[config.mk]
export PLATFORM = sky130hd
export DESIGN_NAME = quad_carrier_pwm
export DESIGN_NICKNAME = d
export VERILOG_FILES = /design/src/rtl/qcp_pkg.sv /design/src/rtl/qcp_cfg_shift.sv /design/src/rtl/qcp_carrier.sv /design/src/rtl/qcp_channel.sv /design/src/rtl/quad_carrier_pwm.sv
export SDC_FILE = /design/constraint.sdc
export NUM_CORES = 1
export LEC_CHECK = 0
export BUFFER_PORTS_ARGS = -buffer_cell sky130_fd_sc_hd__clkbuf_2
export CAP_MARGIN = 20
export CORE_MARGIN = 2
export CORE_UTILIZATION = 30
export DETAILED_ROUTE_END_ITERATION = 10
export SYNTH_ARGS = -nofsm -noshare
export SYNTH_HDL_FRONTEND = slang
export SYNTH_HIERARCHICAL = 1
export SYNTH_SLANG_ARGS = --single-unit
export TNS_END_PERCENT = 20
[constraint.sdc]
create_clock -name clk -period 3.2 [get_ports clk]
set_clock_uncertainty 0.15 [all_clocks]
set_input_delay 0.16 -clock clk [delete_from_list [all_inputs] [get_ports clk]]
set_output_delay 0.16 -clock clk [all_outputs]
set_load 0.02 [all_outputs]
[src/rtl/qcp_pkg.sv]
package qcp_pkg;
  localparam int CW     = 6;
  localparam int NPH    = 4;
  localparam int DT_W   = 5;
  localparam int SEL_W  = $clog2(NPH);
  localparam int NCH    = 2;

  localparam int MAXV   = (1 << CW) - 1;
  localparam int PERIOD = 2 * MAXV;

  localparam int SELA_LSB = DT_W;
  localparam int SELB_LSB = DT_W + SEL_W;
  localparam int OSEL_LSB = DT_W + 2 * SEL_W;
  localparam int CFG_LEN  = DT_W + 3 * SEL_W;

  typedef logic [CW-1:0]            carrier_t;
  typedef carrier_t [NPH-1:0]       carrier_bank_t;
  typedef logic [SEL_W-1:0]         sel_t;
  typedef logic [CFG_LEN-1:0]       cfg_t;

  // starting triangle position of phase copy k
  function automatic int phase_pos(input int k);
    return (k * PERIOD) / NPH;
  endfunction

  function automatic carrier_t tri_value(input int pos);
    if (pos <= MAXV) return carrier_t'(pos);
    return carrier_t'(PERIOD - pos);
  endfunction

  function automatic logic tri_rising(input int pos);
    return (pos < MAXV);
  endfunction

  function automatic carrier_t step_value(input carrier_t v, input logic up);
    return up ? carrier_t'(v + carrier_t'(1)) : carrier_t'(v - carrier_t'(1));
  endfunction

  function automatic logic step_dir(input carrier_t v, input logic up);
    if (up) return (v != carrier_t'(MAXV - 1));
    return (v == carrier_t'(1));
  endfunction

  function automatic logic pwm_level(input carrier_t duty, input carrier_t c);
    return (duty > c);
  endfunction
endpackage

[src/rtl/qcp_cfg_shift.sv]
module qcp_cfg_shift
  import qcp_pkg::*;
(
  input  logic clk,
  input  logic rst_n,
  input  logic sclk_i,
  input  logic sdata_i,
  output cfg_t cfg_o,
  output logic shift_rise_o
);
  logic [1:0] sclk_sync;
  logic       sclk_prev;
  logic [1:0] sdat_sync;

  always_ff @(posedge clk or negedge rst_n) begin
    if (!rst_n) begin
      sclk_sync <= '0;
      sclk_prev <= 1'b0;
      sdat_sync <= '0;
    end else begin
      sclk_sync <= {sclk_sync[0], sclk_i};
      sclk_prev <= sclk_sync[1];
      sdat_sync <= {sdat_sync[0], sdata_i};
    end
  end

  assign shift_rise_o = sclk_sync[1] & ~sclk_prev;

  always_ff @(posedge clk or negedge rst_n) begin
    if (!rst_n)            cfg_o <= '0;
    else if (shift_rise_o) cfg_o <= {sdat_sync[1], cfg_o[CFG_LEN-1:1]};
  end

  p_hold_r3: assert property (@(posedge clk) disable iff (!rst_n)
    !shift_rise_o |=> $stable(cfg_o));

  p_load_r2: assert property (@(posedge clk) disable iff (!rst_n)
    shift_rise_o |=> (cfg_o[CFG_LEN-1] == $past(sdat_sync[1])) &&
                     (cfg_o[CFG_LEN-2:0] == $past(cfg_o[CFG_LEN-1:1])));

  p_single_r3: assert property (@(posedge clk) disable iff (!rst_n)
    shift_rise_o |=> !shift_rise_o);
endmodule

[src/rtl/qcp_carrier.sv]
module qcp_carrier
  import qcp_pkg::*;
#(
  parameter int PHASE = 0
) (
  input  logic     clk,
  input  logic     rst_n,
  output carrier_t value_o
);
  localparam int       INIT_POS = phase_pos(PHASE);
  localparam carrier_t INIT_VAL = tri_value(INIT_POS);
  localparam logic     INIT_UP  = tri_rising(INIT_POS);

  logic rising;

  always_ff @(posedge clk or negedge rst_n) begin
    if (!rst_n) begin
      value_o <= INIT_VAL;
      rising  <= INIT_UP;
    end else begin
      value_o <= step_value(value_o, rising);
      rising  <= step_dir(value_o, rising);
    end
  end

  p_step_r4: assert property (@(posedge clk) disable iff (!rst_n)
    1'b1 |=> ((int'(value_o) - int'($past(value_o)) == 1) ||
              (int'(value_o) - int'($past(value_o)) == -1)));

  p_peak_turn_r4: assert property (@(posedge clk) disable iff (!rst_n)
    (value_o == carrier_t'(MAXV)) |=> (value_o == carrier_t'(MAXV - 1)));

  p_floor_turn_r4: assert property (@(posedge clk) disable iff (!rst_n)
    (value_o == carrier_t'(0)) |=> (value_o == carrier_t'(1)));
endmodule

[src/rtl/qcp_channel.sv]
module qcp_channel
  import qcp_pkg::*;
(
  input  logic          clk,
  input  logic          rst_n,
  input  carrier_bank_t bank_i,
  input  sel_t          sel_i,
  input  carrier_t      duty_i,
  output carrier_t      chosen_o,
  output logic          pwm_o
);
  assign chosen_o = bank_i[sel_i];

  always_ff @(posedge clk or negedge rst_n) begin
    if (!rst_n) pwm_o <= 1'b0;
    else        pwm_o <= pwm_level(duty_i, chosen_o);
  end

  p_zero_low_r7: assert property (@(posedge clk) disable iff (!rst_n)
    (duty_i == '0) |=> !pwm_o);

  p_peak_low_r7: assert property (@(posedge clk) disable iff (!rst_n)
    (chosen_o == carrier_t'(MAXV)) |=> !pwm_o);

  p_full_high_r6: assert property (@(posedge clk) disable iff (!rst_n)
    ((duty_i == carrier_t'(MAXV)) && (chosen_o != carrier_t'(MAXV))) |=> pwm_o);
endmodule

[src/rtl/quad_carrier_pwm.sv]
module quad_carrier_pwm
  import qcp_pkg::*;
(
  input  logic            clk,
  input  logic            rst_n,
  input  logic            cfg_sclk,
  input  logic            cfg_sdata,
  input  logic [CW-1:0]   duty_a,
  input  logic [CW-1:0]   duty_b,
  output logic            pwm_a,
  output logic            pwm_b,
  output logic [DT_W-1:0] dead_time,
  output logic [SEL_W-1:0] out_sel
);
  cfg_t          cfg;
  logic          shift_rise;
  carrier_bank_t bank;
  carrier_t      duty_arr   [NCH];
  carrier_t      chosen_arr [NCH];
  logic [NCH-1:0] pwm_arr;

  qcp_cfg_shift u_cfg (
    .clk          (clk),
    .rst_n        (rst_n),
    .sclk_i       (cfg_sclk),
    .sdata_i      (cfg_sdata),
    .cfg_o        (cfg),
    .shift_rise_o (shift_rise)
  );

  for (genvar k = 0; k < NPH; k++) begin : g_carrier
    qcp_carrier #(.PHASE(k)) u_car (
      .clk     (clk),
      .rst_n   (rst_n),
      .value_o (bank[k])
    );
  end

  assign duty_arr[0] = duty_a;
  assign duty_arr[1] = duty_b;

  for (genvar ch = 0; ch < NCH; ch++) begin : g_chan
    qcp_channel u_ch (
      .clk      (clk),
      .rst_n    (rst_n),
      .bank_i   (bank),
      .sel_i    (cfg[SELA_LSB + ch*SEL_W +: SEL_W]),
      .duty_i   (duty_arr[ch]),
      .chosen_o (chosen_arr[ch]),
      .pwm_o    (pwm_arr[ch])
    );
  end

  assign pwm_a     = pwm_arr[0];
  assign pwm_b     = pwm_arr[1];
  assign dead_time = cfg[DT_W-1:0];
  assign out_sel   = cfg[OSEL_LSB +: SEL_W];

  if (NPH == 4) begin : g_quad_chk
    p_antiphase_even_r4: assert property (@(posedge clk) disable iff (!rst_n)
      (int'(bank[0]) + int'(bank[2]) == MAXV));
    p_antiphase_odd_r4: assert property (@(posedge clk) disable iff (!rst_n)
      (int'(bank[1]) + int'(bank[3]) == MAXV));
  end

  p_sel_follow_r5: assert property (@(posedge clk) disable iff (!rst_n)
    (cfg[SELA_LSB +: SEL_W] == '0) |-> (chosen_arr[0] == bank[0]));

  p_reset_quiet_r1: assert property (@(posedge clk)
    !rst_n |-> (!pwm_a && !pwm_b && (dead_time == '0) && (out_sel == '0)));
endmodule

After elaboration in Yosys (flattened, before gate mapping)
Cells that the tools add are included.
- bits in read-only memories: 0
- memories: 0
- logic and storage cells: 56
- bits in latches: 0
- register bits after elaboration: 46
- output and inout bits: 9
- RAM bits: 0
- bits of input ports: 16
- bitwise gates (word level): 2
- div/mod/pow operators: 0
- $lt $le $gt $ge: 4
- equal/unequal tests: 8
- shifts and indexed selects: 0
- $mul: 0
- $add $sub $neg: 8
- reductions and logical operators: 0
- multiplexer cells: 20
- operators with widths (operator ; count):
    $mux W6 ; 6
    $add A6 B1 Y6 const B ; 4
    $bmux W6 S2 ; 2
    $eq A6 B1 Y1 const B ; 4
    $ne A6 B6 Y1 const B ; 4
    $sub A6 B1 Y6 const B ; 4
    $gt A6 B6 Y1 ; 2
    $mux W1 ; 12
    $lt A2 B3 Y1 const B ; 2
    $and A1 B1 Y1 ; 1
    $not A1 Y1 ; 1

Depth between registers and ports, before layout
Gate-level depths: netlist (run 1).
- depth after elaboration: 3
- gate-level depth with buffers: 7
- mapped depth without buffers: 6

Cells and area by module
The synthesis (run 1) kept the hierarchy.
- by module, submodules not included (module ; area each (um2) ; cells an instance ; instances):
    qcp_carrier (g_carrier[1].u_car ...) ; 411.6 ; 32 ; 2
    qcp_carrier (g_carrier[0].u_car ...) ; 405.4 ; 32 ; 2
    qcp_channel ; 322.8 ; 28 ; 2
    qcp_cfg_shift ; 586.8 ; 30 ; 1

Worst setup path after synthesis (run 1)
No wires, ideal clock.
- path type: reg-to-reg
- start point: reg u_cfg.cfg_o[5]
- end point: reg g_chan[0].u_ch.pwm_o
- path buffers: 1
- stages on the path, launching flop included: 8
- data arrival time: 1.742 ns
- slack: 1.226 ns
- clock period less this slack: 1.974 ns
- library setup time: 0.082 ns
- cell sequence: dfrtp_1 buf_6 mux4_2 inv_2 ha_1 and4_1 and3_1 a31oi_1
- RTL lines (what ; RTL line ; text):
    start: declaration ; qcp_cfg_shift.sv:8 ; output cfg_t cfg_o,
    start signal: assignment ; qcp_cfg_shift.sv:31 ; else if (shift_rise_o) cfg_o <= {sdat_sync[1], cfg_o[CFG_LEN-1:1]};
    end signal: assignment ; qcp_channel.sv:16 ; else pwm_o <= pwm_level(duty_i, chosen_o);
    end: declaration ; qcp_channel.sv:10 ; output logic pwm_o

==> reports/results.txt, run 1 <==
The flow ran to the end, and the final reports show no timing, DRC or antenna violations. The area of the core came out at 9240 um^2. The initialized floorplan defines 35 standard-cell rows. The type of the tightest min-delay check is input pin to register. The endpoint of the worst hold-timing path is g_chan[0].u_ch/pwm_o. Sink count of the clock tree: 46. STA classifies the critical path endpoint as a register.

The worst-case headroom to the max-slew limit came out at 0.5933. The endpoint of the most critical register-to-register path is g_chan[1].u_ch/pwm_o. The number of I/O port buffers is 24, and the critical path data required time is 3.27 ns. The first global-routing pass estimated 9204 um of wire. At the later pin of the worst-skew pair, clock insertion delay measures 0.30 ns. For the number of global-route vias before repair, the log shows 1,826. TritonCTS built the clock tree. For the finished layout, the period the worst path requires is 2.216 ns. For this design the ratio of total power to cell area is 452.1 nW/um^2. The register-to-register path setup slack is 0.98 ns, and the fraction of met3 tracks used by global routing is 0.02622. Setup repair after global routing left no endpoint under its margin. The number of buffers on the longest clock path is 2. Along the worst path, the maximum fanout reaches 8. The actual slew at the worst max-slew pin is 0.6100 ns. Half-perimeter wire length of the detailed placement result: 4046 um. The first routing iteration left 98 violations.

The average routed wire per standard cell was 14.61 um. The tree is rooted in a sky130_fd_sc_hd__clkbuf_8. The total number of vias was 1,745; the cell depth of the worst hold path was 4. Layout cell share with drive strength beyond 1: 0.4091.

The number of nets still failing antenna checks after routing came out at 0. The global routing met2 resource utilization was 0.1822; the clock slew at the register clock pins of the worst setup and hold paths was 0.09 ns. The max-capacitance violation count was 0.

The run gives 0.8422 as the placer's final routability congestion estimate. In the routed design, unresolved DRC markers number 0. Number of instances in the synthesized netlist: 213. The global-route total usage across every layer was 0.1146; the count of cells along the worst register-to-register path was 6.

In this run the count of I/O pins placed on the die edge is 25. The maximum vdd drop was 0.1746 mV; the area enclosed by the die boundary was 10,340 um^2. The part of the cycle the worst path needs is 0.6925.

From bottom edge to top edge, the die measures 101.7 um. Final count of pins violating max slew: 0. Relative to the synthesized area, the layout overhead comes to 12.19%. The initial antenna violation count was 0; the via count normalized by instance count was 4.704. The met1 capacity usage during global routing was 0.1544. When the netlist entered floorplanning its net count stood at 257. The number of buffers added by the clock tree synthesis step was 5.

Count of TritonRoute iterations in the first routing pass: 4. The number of warning messages in the yosys log is 6, and the maximum clock frequency is 451.3 MHz. Setup violations remaining at the end of the flow were counted as 0.

The classification of the worst setup path was register to register. Commonest non-fill, non-tap cell in the layout: sky130_fd_sc_hd__dfrtp_1. The repair_antennas step left the layout with diodes totalling 0. Initial standard-cell utilization of the core: 0.3098.

The H-tree level count is 2. The tools report the worst reg2reg path startpoint as u_cfg/cfg_o[7]. Data arrives at the worst endpoint at 2.29 ns. In the layout the commonest cells are sky130_fd_sc_hd__dfrtp_1 (32), sky130_fd_sc_hd__ha_1 (28), sky130_fd_sc_hd__clkbuf_2 (24), sky130_fd_sc_hd__xnor2_1 (20), sky130_fd_sc_hd__inv_1 (18). The logs give 0 for the final hold violation count and 25 for the largest net degree at the start of global routing. The accumulated negative setup slack is 0 ns, and the cell area after technology mapping is 2863 um^2.

Global-route layer with the greatest usage: met2. Each instance of the synthesized netlist takes up on average 13.44 um^2. The origin of the worst min-delay path is duty_a[5]. After the last flow step, the layout net total stands at 285. The run gives 0 as the post-CTS setup repair buffer count. Type of element launching the critical path: a register.

In this run the static leakage power is 1.448 nW. The overall power after layout is 1.452 mW, and the final wirelength is 5421 um. The total global routing overflow is 0, and the die outline width is 101.7 um.
-- report_power, final --
group / switching [mW] / total [mW] / leakage (nW) / internal (mW)
Clock: 0.206 / 0.436 / 0.0579 / 0.230
Combinational: 0.103 / 0.267 / 0.876 / 0.164
Sequential: 0.104 / 0.749 / 0.514 / 0.644
Total: 0.413 / 1.45 / 1.45 / 1.04
-- per-stage QoR --
step	hold WS, ns	instances	setup WS (ns)	utilization	cell area (um^2)
global placement	0.04326	360	1.079	0.3326	3073
CTS	0.1147	371	0.9756	0.3476	3212
floorplan	-0.2856	213	1.226	-	2863
global route	0.1380	371	0.8623	0.3476	3212
finish	0.1199	371	0.9840	0.3476	3212
detailed placement	0.05307	360	0.9973	0.3326	3073
-- cell type report --
type | count | area, um^2
clock inverters | 3 | 40.04
well taps | 129 | 161.4
multi-input cells | 132 | 1510
clock buffers | 5 | 68.82
inverters | 28 | 105.1
flip-flops and latches | 46 | 1169
fillers | 911 | 6028
repair buffers | 28 | 157.7
-- routing by layer --
layer  up-vias  wire, um
met5         -         0
met4         0        74
met3         9       237
met2        46      2642
met1       863      2467
li1        827         -
-- worst max path at each step --
stage | from | to | slack (ns) | cells past startpoint
after CTS | u_cfg/cfg_o[7] | g_chan[1].u_ch/pwm_o | 0.98 | 6
after global routing | u_cfg/cfg_o[7] | g_chan[1].u_ch/pwm_o | 0.86 | 6
after detailed placement | u_cfg/cfg_o[7] | g_chan[1].u_ch/pwm_o | 1.0 | 6
after floorplan | u_cfg/cfg_o[5] | g_chan[0].u_ch/pwm_o | 1.23 | 7
after global placement | u_cfg/cfg_o[5] | g_chan[0].u_ch/pwm_o | 1.08 | 6
final | u_cfg/cfg_o[7] | g_chan[1].u_ch/pwm_o | 0.98 | 6
-- state kept, by name, indices dropped and copies added (netlist names) --
name and cells:
u_cfg/sclk_prev 1, u_cfg/sclk_sync 2, g_carrier.u_car/value_o 24, u_cfg/sdat_sync 2
u_cfg/cfg_o 11, g_carrier.u_car/rising 4, g_chan.u_ch/pwm_o 2
-- timing repair --
item                                   4_1_cts  5_1_grt
hold buffers                                 3        0
endpoints found under the hold margin       18        0
gates resized for setup                      0        0
-- worst max-delay path: stages (launching register included) --
cell and delay, ns:
sky130_fd_sc_hd__dfrtp_1 0.59, sky130_fd_sc_hd__mux4_2 0.57, sky130_fd_sc_hd__inv_2 0.06, sky130_fd_sc_hd__ha_1 0.23, sky130_fd_sc_hd__and4_1 0.23, sky130_fd_sc_hd__and3_1 0.18
sky130_fd_sc_hd__a31oi_1 0.14
(Power assumes the default switching activity.)
==> run 2: changes to the inputs <==
==> constraint.sdc (replaced) <==
create_clock -name clk -period 2.21 [get_ports clk]
set_clock_uncertainty 0.15 [all_clocks]
set_input_delay 0.1105 -clock clk [delete_from_list [all_inputs] [get_ports clk]]
set_output_delay 0.1105 -clock clk [all_outputs]
set_load 0.02 [all_outputs]
==> run 2 against run 1 <==
Against the previous run: first-iteration DRC count decreased by 61%; critical path type unchanged; largest power group unchanged; sequential share of layout area fell by 0.74 points; register-to-register slack worse by 0.84 ns; highest routed layer unchanged.
==> reports/results.txt, run 2 (same netlist as run 1, synthesis figures left out) <==
The clock root buffer master was sky130_fd_sc_hd__clkbuf_8. The type of element launching the critical path is a register. The area growth from synthesis to layout is 14.77%. The final wirelength is 5192 um (-4.2%), and the die outline width is 101.7 um (unchanged).

The H-tree level count is 2 (unchanged). The flow ran to the end, and the final reports show no timing, DRC or antenna violations. The slowest stage of the critical path is the sky130_fd_sc_hd__mux4_2 cell. The run gives 0.6077 (+0.01437) as the worst-case headroom to the max-slew limit. The met2 wire length was 2431 um (-8.0%); the arrival time of the worst setup path was 2.14 ns (-0.15 ns). The tools report the critical path endpoint category as a register. The tools report the initial standard-cell utilization of the core as 0.3098 (unchanged).

The commonest non-fill, non-tap cell in the layout is sky130_fd_sc_hd__dfrtp_1. By startpoint and endpoint, the worst setup path is classified as register to register. The average routed wire per standard cell was 13.85 um (-5.2%); the number of global-route vias before repair was 1,874 (+2.6%). The run gives 38 (-61%) as the DRC marker count from the first detailed-route iteration. Setup repair after global routing left no endpoint under its margin. The total global routing overflow is 0 (unchanged), and the count of fill cells added during filler insertion is 888 (-2.5%). The number of buffers on the longest clock path was 2 (unchanged); the flip-flop count of the largest register, all copies and words added was 24 (unchanged).

The tools report the top-level port count as 25 (unchanged). The routed metal-1 wirelength is 2453 um (-0.57%), and the final critical delay including setup and external delays is 2.067 ns (-0.1492 ns). The delay of the slowest cell on the worst path is 0.54 ns (-0.05 ns). The tools report the worst-skew pair later-pin latency as 0.30 ns (about the same). The logs give 289 (+1.4%) for the final layout net count and 46 (unchanged) for the sink count of the clock tree. For the final number of setup-violating endpoints, the log shows 0 (unchanged). The layout cell share with drive strength beyond 1 is 0.4268 (+0.01774), and the floorplan row count is 35 (unchanged). The highest layer touched by signal routing is met4. The critical path goes through mux4_2, inv_2, ha_1, and4_1, and3_1, a31oi_1. The critical-path maximum fanout was 8 (unchanged). The final-layout worst hold slack was 0.07193 ns (-0.04799 ns); the overall power after layout was 2.224 mW (+53%).

TritonCTS built the clock tree. The global-route total usage across every layer was 0.1104 (-0.004284); the clock slew at the register clock pins of the worst setup and hold paths was 0.09 ns (about the same). The post-CTS setup repair buffer count was 0 (unchanged); the number of nets still failing antenna checks after routing was 0 (unchanged). For the area of the core, the log shows 9240 um^2 (unchanged). Leaving out fill and tap cells, the most frequent cells in the layout are sky130_fd_sc_hd__dfrtp_1 (30), sky130_fd_sc_hd__ha_1 (28), sky130_fd_sc_hd__clkbuf_2 (24), sky130_fd_sc_hd__xnor2_1 (20), sky130_fd_sc_hd__inv_1 (18). The number of buffers added by the clock tree synthesis step is 5 (unchanged).

The final hold violation count came out at 0 (unchanged). The final count of pins violating max slew came out at 0 (unchanged). For the area enclosed by the die boundary, the log shows 10,340 um^2 (unchanged). The accumulated negative setup slack is 0 ns (unchanged), and the post-detailed-route DRC marker count is 0 (unchanged).

The total inserted antenna cells was 0 (unchanged). Critical path data required time: 2.28 ns (-0.99 ns). The leakage power came out at 1.477 nW (+2.0%). The tools report the initial antenna violation count as 0 (unchanged). The run gives 8901 um (-3.3%) as the global-route wire length before repair.

The total power density per cell area works out to 676.7 nW/um^2 (+50%). The count of TritonRoute iterations in the first routing pass is 4 (unchanged). More flip-flops sit in one register than any other, and that register is g_carrier.u_car/value_o. The wire length on met3 is 229 um (-3.4%). The worst hold path belongs to the class input pin to register. The part of the cycle the worst path needs is 0.9352 (+0.2427). The vertical die dimension came out at 101.7 um (unchanged).

The max-capacitance violation count came out at 0 (unchanged). The number of I/O port buffers is 24 (unchanged), and the half-perimeter wire length of the detailed placement result is 3861 um (-4.6%). The maximum vdd drop is 0.3266 mV (+87%), and the maximum clock frequency is 483.8 MHz (+7.2%). The actual slew at the worst max-slew pin was 0.5885 ns (-0.02156 ns); the via count normalized by instance count was 4.635 (-1.5%). The placer's final routability congestion estimate came out at 0.8008 (-4.9%).

The largest net degree at the start of global routing is 26 (+4.0%), and the total number of vias is 1,738 (-0.40%). The largest registers in the layout are g_carrier.u_car/value_o x24, u_cfg/cfg_o x11, g_carrier.u_car/rising x4.
==> run 2: metrics by stage <==
step	std cells	util	setup slack [ns]	instance area (um^2)
floorplan	213	-	0.2362	2863
global placement	364	0.3372	0.08250	3115
detailed placement	364	0.3372	0.03315	3115
CTS	375	0.3553	0.01278	3283
global route	375	0.3556	0.01730	3286
finish	375	0.3556	0.1432	3286
==> run 2: critical path: cells and delay by family (launching register included) <==
kind,cells,cell delay (ns)
AOI/OAI and AO/OA,1,0.13
adders and majority gates,1,0.22
buffers and inverters,1,0.06
DFF,1,0.49
muxes,1,0.54
and+or+nand+nor,2,0.38
==> run 2: per-layer routing <==
layer  vias to the layer above  track usage
li1                        833            -
met1                       856       0.1430
met2                        39       0.1791
met3                        10      0.02692
met4                         0      0.04054
met5                         -            0
==> run 2: power breakdown <==
| part | switching, mW | total, mW | internal [mW] |
|---|---|---|---|
| Clock | 0.301 | 0.755 | 0.453 |
| Combinational | 0.146 | 0.385 | 0.239 |
| Sequential | 0.147 | 1.08 | 0.937 |
| Total | 0.594 | 2.22 | 1.63 |
==> run 2: repair_timing <==
action / 4_1_cts / 5_1_grt
hold buffers: 3 / 0
resized for setup: 0 / 2
hold endpoints to repair: 16 / 0
setup endpoints to repair: 0 / 2
==> run 2: area by class of cell <==
cell class	count	area, um^2	area share
clock buffers	5	68.82	0.02094
flip-flops and latches	46	1171	0.3564
multi-input cells	132	1510	0.4596
clock inverters	3	68.82	0.02094
well taps	129	161.4	0.04912
repair buffers	32	200.2	0.06093
inverters	28	105.1	0.03199
==> run 2: final timing paths <==
| check | endpoint | cells past startpoint | startpoint | slack (ns) |
|---|---|---|---|---|
| min | g_chan[0].u_ch/pwm_o | 4 | duty_a[5] | 0.07 |
| max reg2reg | g_chan[1].u_ch/pwm_o | 6 | u_cfg/cfg_o[7] | 0.14 |
| max in group asynchronous | g_carrier[1].u_car/value_o[4] | 3 | rst_n | 1.11 |
| min in group asynchronous | u_cfg/sclk_sync[0] | 2 | rst_n | 0.18 |
| min reg2reg | u_cfg/sclk_sync[1] | 0 | u_cfg/sclk_sync[0] | 0.21 |
| max | g_chan[1].u_ch/pwm_o | 6 | u_cfg/cfg_o[7] | 0.14 |
==> run 3: changes to the inputs <==
--- a/config.mk
+++ b/config.mk
@@ -9,7 +9,9 @@
 export CAP_MARGIN = 20
 export CORE_MARGIN = 2
 export CORE_UTILIZATION = 30
+export CTS_CLUSTER_SIZE = 14
 export DETAILED_ROUTE_END_ITERATION = 10
+export PLACE_DENSITY = 0.53
 export SYNTH_ARGS = -nofsm -noshare
 export SYNTH_HDL_FRONTEND = slang
 export SYNTH_HIERARCHICAL = 1
==> run 3 against run 2 <==
Against the previous run: fmax grew 0.59%; combinational power is 4% higher; global-route usage decreased by 0.051 points; worst setup slack better by 0.012 ns; clock power shrank 29%; critical endpoint unchanged; routed wire length decreased by 2.4%; cell count grew 0.80%; core utilization down 0.35 points; flip-flop and latch count stayed put; hold slack lost 0.0066 ns; first-iteration DRC count rose by 140%; total power shrank 9.3%.
==> reports/results.txt, run 3 (same netlist as run 1, synthesis figures left out) <==
The final layout net count is 292 (+1.0%). The floorplan row count is 35 (unchanged), and the average routed wire per standard cell is 13.40 um (-3.2%). The area of the core is 9240 um^2 (unchanged), and the largest net degree at the start of global routing is 22 (-15%). The clock slew at the register clock pins of the worst setup and hold paths came out at 0.08 ns (about the same). The initial standard-cell utilization of the core came out at 0.3098 (unchanged).

The run finished with clean final reports. The run gives 0 (unchanged) as the total inserted antenna cells. The number of buffers added by the clock tree synthesis step was 5 (unchanged); the half-perimeter wire length of the detailed placement result was 3856 um (-0.11%). The register with the most flip-flops in the final layout is g_carrier.u_car/value_o. The number of nets still failing antenna checks after routing is 0 (unchanged), and the die outline width is 101.7 um (unchanged). The worst setup path is launched from a register. The critical path data required time is 2.28 ns (about the same), and the global-route total usage across every layer is 0.1098 (-0.0005147).

The largest individual stage delay along the critical path comes from the cell sky130_fd_sc_hd__mux4_2. Setup repair after global routing left no endpoint under its margin. The tools report the sink count of the clock tree as 46 (unchanged). Count of cells along the worst register-to-register path: 6 (unchanged). Arrival time of the worst setup path: 2.13 ns (about the same).

The library cells used most frequently in the layout, excluding fill and tap cells, are sky130_fd_sc_hd__dfrtp_1 (30), sky130_fd_sc_hd__ha_1 (28), sky130_fd_sc_hd__clkbuf_2 (24), sky130_fd_sc_hd__xnor2_1 (20), sky130_fd_sc_hd__inv_1 (18). The final number of setup-violating endpoints is 0 (unchanged). The clock root buffer master was sky130_fd_sc_hd__clkbuf_8.

The tools report the maximum vdd drop as 0.4451 mV (+36%). The run gives 1.465 nW (-0.80%) as the leakage power. The run gives 0.7650 (+0.1573) as the worst-case headroom to the max-slew limit. The total number of vias was 1,714 (-1.4%). Area growth from synthesis to layout: 13.64%. The maximum clock frequency is 486.7 MHz (+0.59%). The classification of the worst setup path is register to register. The total power density per cell area came out at 619.7 nW/um^2 (-8.4%). The via count normalized by instance count came out at 4.534 (-2.2%). The logs give 3253 um^2 (-0.99%) for the post-route cell area and 0 (unchanged) for the initial antenna violation count. The tools report the accumulated negative setup slack as 0 ns (unchanged).

For the count of fill cells added during filler insertion, the log shows 906 (+2.0%). The total global routing overflow is 0 (unchanged), and the placer's final routability congestion estimate is 0.7969 (-0.49%). The layout cell share with drive strength beyond 1 is 0.4337 (+0.006906). The area enclosed by the die boundary is 10,340 um^2 (unchanged), and the DRC marker count from the first detailed-route iteration is 90 (+140%). The critical-path maximum fanout is 8 (unchanged). The run gives 6 (+2) as the count of TritonRoute iterations in the first routing pass. The part of the cycle the worst path needs works out to 0.9298 (-0.005441). The largest registers in the layout are g_carrier.u_car/value_o x24, u_cfg/cfg_o x11, g_carrier.u_car/rising x4. TritonCTS built the clock tree. The commonest non-fill, non-tap cell in the layout was sky130_fd_sc_hd__dfrtp_1. Walking the worst path, the cells encountered are mux4_2, inv_2, ha_1, and4_1, and3_1, a31oi_1. The total cell area at the placement stage came out at 3126 um^2 (+0.32%). The actual slew at the worst max-slew pin came out at 0.3525 ns (-0.2360 ns). The number of buffers on the longest clock path came out at 2 (unchanged). For the final wirelength, the log shows 5066 um (-2.4%).

The final critical delay including setup and external delays is 2.055 ns (-0.01202 ns), and the overall power after layout is 2.016 mW (-9.3%). The number of I/O port buffers works out to 24 (unchanged). The H-tree level count came out at 2 (unchanged).

The delay of the slowest cell on the worst path was 0.53 ns (about the same). The worst-skew pair later-pin latency was 0.30 ns (about the same); the vertical die dimension was 101.7 um (unchanged). The logs give 1,768 (-5.7%) for the number of global-route vias before repair and 25 (unchanged) for the top-level port count.

The final count of pins violating max slew is 0 (unchanged), and the max-capacitance violation count is 0 (unchanged). The type of the tightest min-delay check is input pin to async pin. The critical path endpoint category was a register. The logs give 0 (unchanged) for the post-detailed-route DRC marker count and 8838 um (-0.71%) for the global-route wire length before repair. The final hold violation count was 0 (unchanged); the flip-flop count of the largest register, all copies and words added was 24 (unchanged).
==> run 3: cell count changes in the layout (fill, tap and decap cells not counted) <==
cell / change
sky130_fd_sc_hd__buf_4: +4
sky130_fd_sc_hd__bufinv_16: -2
sky130_fd_sc_hd__buf_12: -1
sky130_fd_sc_hd__clkbuf_8: +1
sky130_fd_sc_hd__clkinv_2: +1
sky130_fd_sc_hd__clkinv_4: -1
sky130_fd_sc_hd__clkinvlp_4: +1
==> run 3: path summary, 6_finish.rpt <==
path | slack (ns) | from | to
min in group clk | 0.07 | duty_a[5] | g_chan[0].u_ch/pwm_o
max reg2reg | 0.16 | u_cfg/cfg_o[7] | g_chan[1].u_ch/pwm_o
max | 0.16 | u_cfg/cfg_o[7] | g_chan[1].u_ch/pwm_o
min | 0.07 | rst_n | u_cfg/cfg_o[0]
max in group asynchronous | 1.22 | rst_n | g_carrier[0].u_car/rising
min reg2reg | 0.20 | u_cfg/sclk_sync[0] | u_cfg/sclk_sync[1]
==> run 3: routing by layer <==
metal	share of wire	global-route usage
met5	0	0
met4	0.023	0.04470
met3	0.039	0.02415
met2	0.43	0.1640
met1	0.51	0.1544
==> run 3: worst max-delay path: cells and delay by family (launching register included) <==
family                   cells  cell delay (ns)
adder cells (fa/ha/maj)      1             0.23
AO/OA/AOI/OAI                1             0.13
flip-flops                   1             0.49
AND/OR/NAND/NOR              2             0.39
buffers and inverters        1             0.06
multiplexers                 1             0.53
==> run 3: repair_timing <==
item | 4_1_cts | 5_1_grt
setup endpoints to repair | 0 | 2
setup buffers | 0 | 0
hold buffers | 3 | 0
hold endpoints to repair | 34 | 0
gates resized for setup | 0 | 2
==> run 3: final cells by class <==
type | instances | area, um^2 | share of cell area
Multi-Input combinational cell | 132 | 1510 | 0.4642
Sequential cell | 46 | 1171 | 0.3600
Timing Repair Buffer | 35 | 210.2 | 0.06462
Tap cell | 129 | 161.4 | 0.04962
Inverter | 28 | 105.1 | 0.03231
Clock buffer | 6 | 82.58 | 0.02538
Clock inverter | 2 | 12.51 | 0.003846
==> run 3: metrics by stage <==
step	hold slack (ns)	setup slack, ns	utilization	std cells
2_1_floorplan	-0.3351	0.2362	-	213
3_3_place_gp	-0.1383	0.08341	0.3383	367
3_5_place_dp	-0.1363	0.03946	0.3383	367
4_1_cts	0.06616	0.01497	0.3518	378
5_1_grt	0.08200	0.02237	0.3521	378
6_report	0.06537	0.1552	0.3521	378
==> run 3: report_power, final <==
group	internal [mW]	switching, mW
Combinational	0.249	0.151
Clock	0.252	0.284
Sequential	0.937	0.143
Total	1.44	0.579
